--- src/rtl/brkprot_pkg.sv ---
package brkprot_pkg;
  typedef enum logic [1:0] {
    ACT_HOLD = 2'd0,
    ACT_SET  = 2'd1,
    ACT_CLR  = 2'd2,
    ACT_ARM  = 2'd3
  } cell_act_e;

  typedef struct packed {
    logic flag;
    logic arm;
  } cell_state_t;
endpackage

--- src/rtl/brkprot_en_reg.sv ---
module brkprot_en_reg (
  input  logic clk,
  input  logic rst,
  input  logic we,
  input  logic wd,
  output logic q
);
  always_ff @(posedge clk) begin
    if (rst)     q <= 1'b0;
    else if (we) q <= wd;
  end
endmodule

--- src/rtl/brkprot_gate.sv ---
module brkprot_gate (
  input  logic brk_active,
  input  logic clr_en,
  input  logic stat_rd,
  output logic allow,
  output logic arm_rd
);
  always_comb begin
    allow  = !brk_active || clr_en;
    arm_rd = stat_rd && allow;
  end
endmodule

--- src/rtl/brkprot_cell.sv ---
module brkprot_cell
  import brkprot_pkg::*;
(
  input  logic clk,
  input  logic rst,
  input  logic set_evt,
  input  logic arm_rd,
  input  logic acc,
  input  logic allow,
  output logic flag,
  output logic arm
);
  cell_state_t st_q;
  cell_act_e   act;

  always_comb begin
    if (set_evt)                         act = ACT_SET;
    else if (acc && allow && st_q.arm)   act = ACT_CLR;
    else if (arm_rd && st_q.flag)        act = ACT_ARM;
    else                                 act = ACT_HOLD;
  end

  always_ff @(posedge clk) begin
    if (rst) begin
      st_q <= '0;
    end else begin
      unique case (act)
        ACT_SET:  st_q <= '{flag: 1'b1, arm: 1'b0};
        ACT_CLR:  st_q <= '{flag: 1'b0, arm: 1'b0};
        ACT_ARM:  st_q.arm <= 1'b1;
        default:  st_q <= st_q;
      endcase
    end
  end

  assign flag = st_q.flag;
  assign arm  = st_q.arm;
endmodule

--- src/rtl/brkprot_flag_bank.sv ---
module brkprot_flag_bank #(
  parameter int N = 8
) (
  input  logic         clk,
  input  logic         rst,
  input  logic [N-1:0] evt_set,
  input  logic         brk_active,
  input  logic         en_we,
  input  logic         en_wd,
  input  logic         stat_rd,
  input  logic [N-1:0] data_acc,
  output logic [N-1:0] flags,
  output logic         clr_en
);
  logic         allow;
  logic         arm_rd;
  logic [N-1:0] arm_vec;

  brkprot_en_reg u_en (
    .clk(clk), .rst(rst), .we(en_we), .wd(en_wd), .q(clr_en)
  );

  brkprot_gate u_gate (
    .brk_active(brk_active), .clr_en(clr_en), .stat_rd(stat_rd),
    .allow(allow), .arm_rd(arm_rd)
  );

  for (genvar g = 0; g < N; g++) begin : g_cell
    brkprot_cell u_cell (
      .clk(clk), .rst(rst), .set_evt(evt_set[g]), .arm_rd(arm_rd),
      .acc(data_acc[g]), .allow(allow),
      .flag(flags[g]), .arm(arm_vec[g])
    );
  end
endmodule

--- config.mk ---
export PLATFORM = sky130hd
export DESIGN_NAME = brkprot_flag_bank
export DESIGN_NICKNAME = d
export VERILOG_FILES = /design/src/rtl/brkprot_pkg.sv /design/src/rtl/brkprot_en_reg.sv /design/src/rtl/brkprot_gate.sv /design/src/rtl/brkprot_cell.sv /design/src/rtl/brkprot_flag_bank.sv
export SDC_FILE = /design/constraint.sdc
export NUM_CORES = 1
export LEC_CHECK = 0
export BUFFER_PORTS_ARGS = -buffer_cell sky130_fd_sc_hd__buf_2
export CAP_MARGIN = 20
export CORE_UTILIZATION = 51
export DETAILED_ROUTE_END_ITERATION = 10
export PLACE_DENSITY = 0.77
export SETUP_SLACK_MARGIN = 0.3
export SYNTH_ARGS = -nofsm -noshare
export SYNTH_HDL_FRONTEND = slang
export SYNTH_SLANG_ARGS = --single-unit
--- constraint.sdc ---
create_clock -name clk -period 2.35 [get_ports clk]
set_clock_uncertainty 0.15 [all_clocks]
set_input_delay 0.5875 -clock clk [delete_from_list [all_inputs] [get_ports clk]]
set_output_delay 0.5875 -clock clk [all_outputs]
set_load 0.005 [all_outputs]
### Word-level counts from Yosys, hierarchy flattened

Index checks and enable logic that the tools add are counted.
Widths: inputs -> output; s select.

| storage, ports and cells | value |
|---|---|
| output and inout port bits | 9 |
| word-level logic and storage cells | 132 |
| register bits after elaboration | 17 |
| input port bits | 22 |

| operators by class | value |
|---|---|
| mux-type cells | 40 |
| eq/ne operators | 24 |
| reduce and logical (&&, ||, !) cells | 51 |

Operators by type and width:

| cell | number |
|---|---|
| $mux 2 | 24 |
| $eq 2x2->1 const B | 16 |
| $pmux 1 s2 | 16 |
| $reduce_bool 2->1 | 16 |
| $logic_and 1x1->1 | 25 |
| $eq 2x1->1 const B | 8 |
| $reduce_or 2->1 | 8 |
| $logic_not 1->1 | 1 |
| $logic_or 1x1->1 | 1 |

### Logic depth before layout (Yosys ltp)

| logic depth | value |
|---|---|
| depth after elaboration | 10 |
| mapped depth | 6 |
| gate-level depth less buffers | 5 |

### Hierarchy

Synthesis repeated with hierarchy kept, for this count alone.

| unflattened totals | value |
|---|---|
| cells, all modules | 117 |
| area total of the unflattened synthesis | 1057.3 µm² |

By module, submodules not included:

| module | area an instance (µm²) | instances | cells an instance |
|---|---|---|---|
| brkprot_cell | 125.1 | 8 | 14 |
| brkprot_en_reg | 33.8 | 1 | 3 |
| brkprot_gate | 22.5 | 1 | 2 |

### Worst setup path after synthesis

No wires, ideal clock.

| path | value |
|---|---|
| path type | in2reg |
| from | in stat_rd |
| to | reg g_cell[4].u_cell.st_q (netlist bit g_cell[4].u_cell.flag) |
| setup time | 0.091 ns |
| arrival | 1.603 ns |
| path slack | 0.506 ns |
| stages | 6 |
| cells stage by stage | buf_2 > a22o_1 > nand3_1 > ha_1 > and3_1 > a311oi_1 |

| between the ends | value |
|---|---|
| longest elaborated chain between the ends | 7 |
| elaborated cells between the ends (all ways) | 9 |

Ends and longest elaborated chain:

| element | line | RTL |
|---|---|---|
| start: declaration | brkprot_flag_bank.sv:10 | `input logic stat_rd,` |
| $logic_and 1x1->1 (*) | brkprot_gate.sv:10 | `arm_rd = stat_rd && allow;` |
| $logic_and 1x1->1 (*) | brkprot_cell.sv:19 | `else if (arm_rd && st_q.flag) act = ACT_ARM;` |
| $mux 2 (*) | brkprot_cell.sv:19 |  |
| $mux 2 (*) | brkprot_cell.sv:18 | `else if (acc && allow && st_q.arm) act = ACT_CLR;` |
| $mux 2 (*) | brkprot_cell.sv:17 | `if (set_evt) act = ACT_SET;` |
| $eq 2x2->1 / $eq 2x1->1 (equally long branches) | brkprot_cell.sv:27 | `unique case (act)` |
| $pmux 1 s2 / $reduce_bool 2->1 (equally long branches) | -- |  |
| end signal: assignment | brkprot_cell.sv:28 | `ACT_SET: st_q <= '{flag: 1'b1, arm: 1'b0};` |
| end signal: assignment | brkprot_cell.sv:29 | `ACT_CLR: st_q <= '{flag: 1'b0, arm: 1'b0};` |
| end signal: assignment | brkprot_cell.sv:31 | `default: st_q <= st_q;` |
| end: declaration | brkprot_cell.sv:13 | `cell_state_t st_q;` |

Mark *: on every way between the ends. The rest lies on a longest branch, timed or not.
A chain may end at the register's enable or synchronous reset.

### Worst setup path in the final report

| path | value |
|---|---|
| from | in stat_rd |
| to | reg g_cell[7].u_cell.st_q (netlist bit g_cell[7].u_cell.flag) |

| between the ends | value |
|---|---|
| longest elaborated chain between the ends | 7 |
| elaborated cells between the ends (all ways) | 9 |

Ends and longest elaborated chain:

| element | line |
|---|---|
| $logic_and 1x1->1 (*) | brkprot_gate.sv:10 |
| $logic_and 1x1->1 (*) | brkprot_cell.sv:19 |
| $mux 2 (*) | brkprot_cell.sv:19 |
| $mux 2 (*) | brkprot_cell.sv:18 |
| $mux 2 (*) | brkprot_cell.sv:17 |
| $eq 2x2->1 / $eq 2x1->1 (equally long branches) | brkprot_cell.sv:27 |
| $pmux 1 s2 / $reduce_bool 2->1 (equally long branches) | -- |
| end signal: assignment | brkprot_cell.sv:28 |
| end signal: assignment | brkprot_cell.sv:29 |
| end signal: assignment | brkprot_cell.sv:31 |
| end: declaration | brkprot_cell.sv:13 |

Marked as above.

==> out/results.txt <==
Die ar. -> 2470 µm²
met2 GRT Util -> 0.367
final WL -> 2.44 mm
TritonCTS Sinks -> 17
worst-margin pin slew -> 416 ps
Finished Layout Cells -> 177
initial DRC count -> 14
final instance area -> 1270 µm²
met1 Usage GRT -> 0.242
Mapped Nets -> 161
internal power -> 435 µW
clock slew at reported path FFs -> 120 ps
synthesis-to-layout area growth -> 9.49%
Die Wd -> 49.7 µm
P per Cell Area -> 504 nW/µm²
Initial DRT Pass Iterations -> 4
gr busiest metal -> met2
GRT Total Usage -> 0.207
kind of critical path -> in -> reg
worst hold slack -> 372 ps
Synth Instances -> 131
hold buffer count at CTS -> 0
Pleak -> 0.688 nW
CP Capture Type -> flop
Port-buffer cells -> 30
chip height -> 49.7 µm
Synth cell types -> 18
diodes inserted -> 0
Comb power frac -> 0.228
Startpoint Class -> input port
Max rail drop VDD -> 0.000383 V
global-route wire length before repair -> 3.95 mm
largest net degree at the start of global routing -> 33
f_max -> 0.535 GHz
Hold Vio Cnt, Final -> 0
via/cell ratio -> 6.25
Worst Path Max Fanout -> 24
Filler cells -> 208
FF+latch count, synth -> 17
part of the power in registers -> 0.500
Root Buffer -> clkbuf_4
CP Launch Point -> stat_rd
antenna violations before repair -> 0
fin nets -> 181
max_slew headroom -> 0.723
Critical Path AT -> 1950 ps
most common cell after layout, fill and taps aside -> buf_2
Synth Cell Area -> 1160 µm²
layout cells sized above 1 -> 0.233
H-Tree Level Count -> 1
Seq/Total Area, Yosys -> 0.293
Mean Syn Cell Area -> 8.85 µm²
Rows -> 16
wire length per cell -> 13.8 µm
required time worst endpoint -> 2430 ps
RSZ-0062 raised after global routing -> false
Total Neg Setup Slack -> 0 ps
Starting Density -> 0.568
CTS tree -> done
CTS Buf Count -> 3
Register Area -> 340 µm²
Clock Tree Buf Depth -> 2
Core ar. -> 2040 µm²
DR DRC count -> 0
Reg2Reg Launch Point -> u_en.q
met3 Usage GRT -> 0.0556
Setup Viol. Count Final -> 0
Antenna Nets Post-Route -> 0
clk_lat worst skew -> 310 ps
Final period util -> 0.795
HP Start -> en_wd
Worst Hold Class -> in -> reg
post-layout min period -> 1870 ps
outcome -> finished, final reports clean
routed vias -> 1106
sw frac -> 0.319
most frequent cells in the layout -> buf_2, dfxtp_1, nor2_1
Post-CTS Setup Bufs -> 0
DP Area -> 1240 µm²
final global-route overflow total -> 0
Synth warnings -> 0
maxcap violations -> 0
Inst Count DP -> 173
vias in the first global route -> 927
clock power share -> 0.272
post-CTS sizing -> 0
Routability Congestion -> 0.803
Max Slew Vio Count -> 0
sw power -> 204 µW
total chip power -> 639 µW
Detailed Place HPWL -> 1.69 mm
IO Count -> 31
area of the multi-input gates -> 688 µm²
==> layer usage <==
layer / routed length [µm] / vias up / share of wire
li1: - / 543 / -
met1: 1120 / 523 / 0.46
met2: 1170 / 36 / 0.48
met3: 116 / 4 / 0.048
met4: 26 / 0 / 0.011
met5: 0 / - / 0
==> kinds of logic (layout without fill, tap and decap cells) <==
kind of cell	after synthesis	after routing	synth area share
flip-flops	17	17	0.293
adder cells (fa/ha/maj)	8	8	0.0863
AND/OR/NAND/NOR	42	42	0.214
buffers and inverters	23	42	0.113
AO/OA/AOI/OAI	40	40	0.285
multiplexers	1	1	0.00863
==> worst paths after layout <==
path                           end  slack, ps  depth (start not counted)
max          g_cell[7].u_cell.flag        480                          6
min                         u_en.q        370                          3
max reg2reg  g_cell[5].u_cell.flag        500                          5
min reg2reg  g_cell[6].u_cell.flag        380                          2
==> metrics by stage <==
stage	setup slack, ps	util
floorplan	506	-
global placement	199	0.608
detailed placement	149	0.608
CTS	481	0.622
global route	338	0.622
finish	481	0.622
==> power groups by stage <==
| stage | combinational [mW] | sequential (mW) | clock (mW) |
|---|---|---|---|
| 2_1_floorplan | 0.111 | 0.322 | 0 |
| 4_1_cts | 0.146 | 0.320 | 0.177 |
| 3_3_place_gp | 0.137 | 0.324 | 0 |
| 3_5_place_dp | 0.145 | 0.326 | 0 |
| 5_1_grt | 0.164 | 0.323 | 0.187 |
| 6_report | 0.146 | 0.320 | 0.174 |
==> Yosys cell counts <==
cell      instances  area [µm²]
nor2_1            9        33.8
a31oi_1           8        50.1
a22o_1            8        70.1
buf_6             1        11.3
and3_1            8        50.1
a41o_1            8        80.1
a21boi_0          8        60.1
nand2b_4          1        13.8
a311oi_1          8        70.1
nor3_1            8        40.0
dfxtp_1          17         340
inv_1             8        30.0
nand3_1           8        40.0
and3b_1           8        70.1
buf_4             8        60.1
mux2i_1           1        10.0
buf_2             6        30.0
ha_1              8         100
==> worst max-delay path: stages <==
cell and delay [ps]:
buf_2 350, a22o_1 200, nand3_1 90, ha_1 310, and3_1 170, a311oi_1 240
==> cell type report <==
| class | count | share of cell area |
|---|---|---|
| timing repair buffer | 30 | 0.118 |
| tap | 27 | 0.0266 |
| inverter | 8 | 0.0236 |
| multi-input combinational | 91 | 0.542 |
| clock inverter | 1 | 0.00394 |
| sequential | 17 | 0.268 |
| clock buffer | 3 | 0.0177 |
==> state kept, by name, indices dropped and copies added (netlist names) <==
signal,count
g_cell.u_cell.arm,8
g_cell.u_cell.flag,8
u_en.q,1
Note: power is estimated with default switching activity, not from simulation.
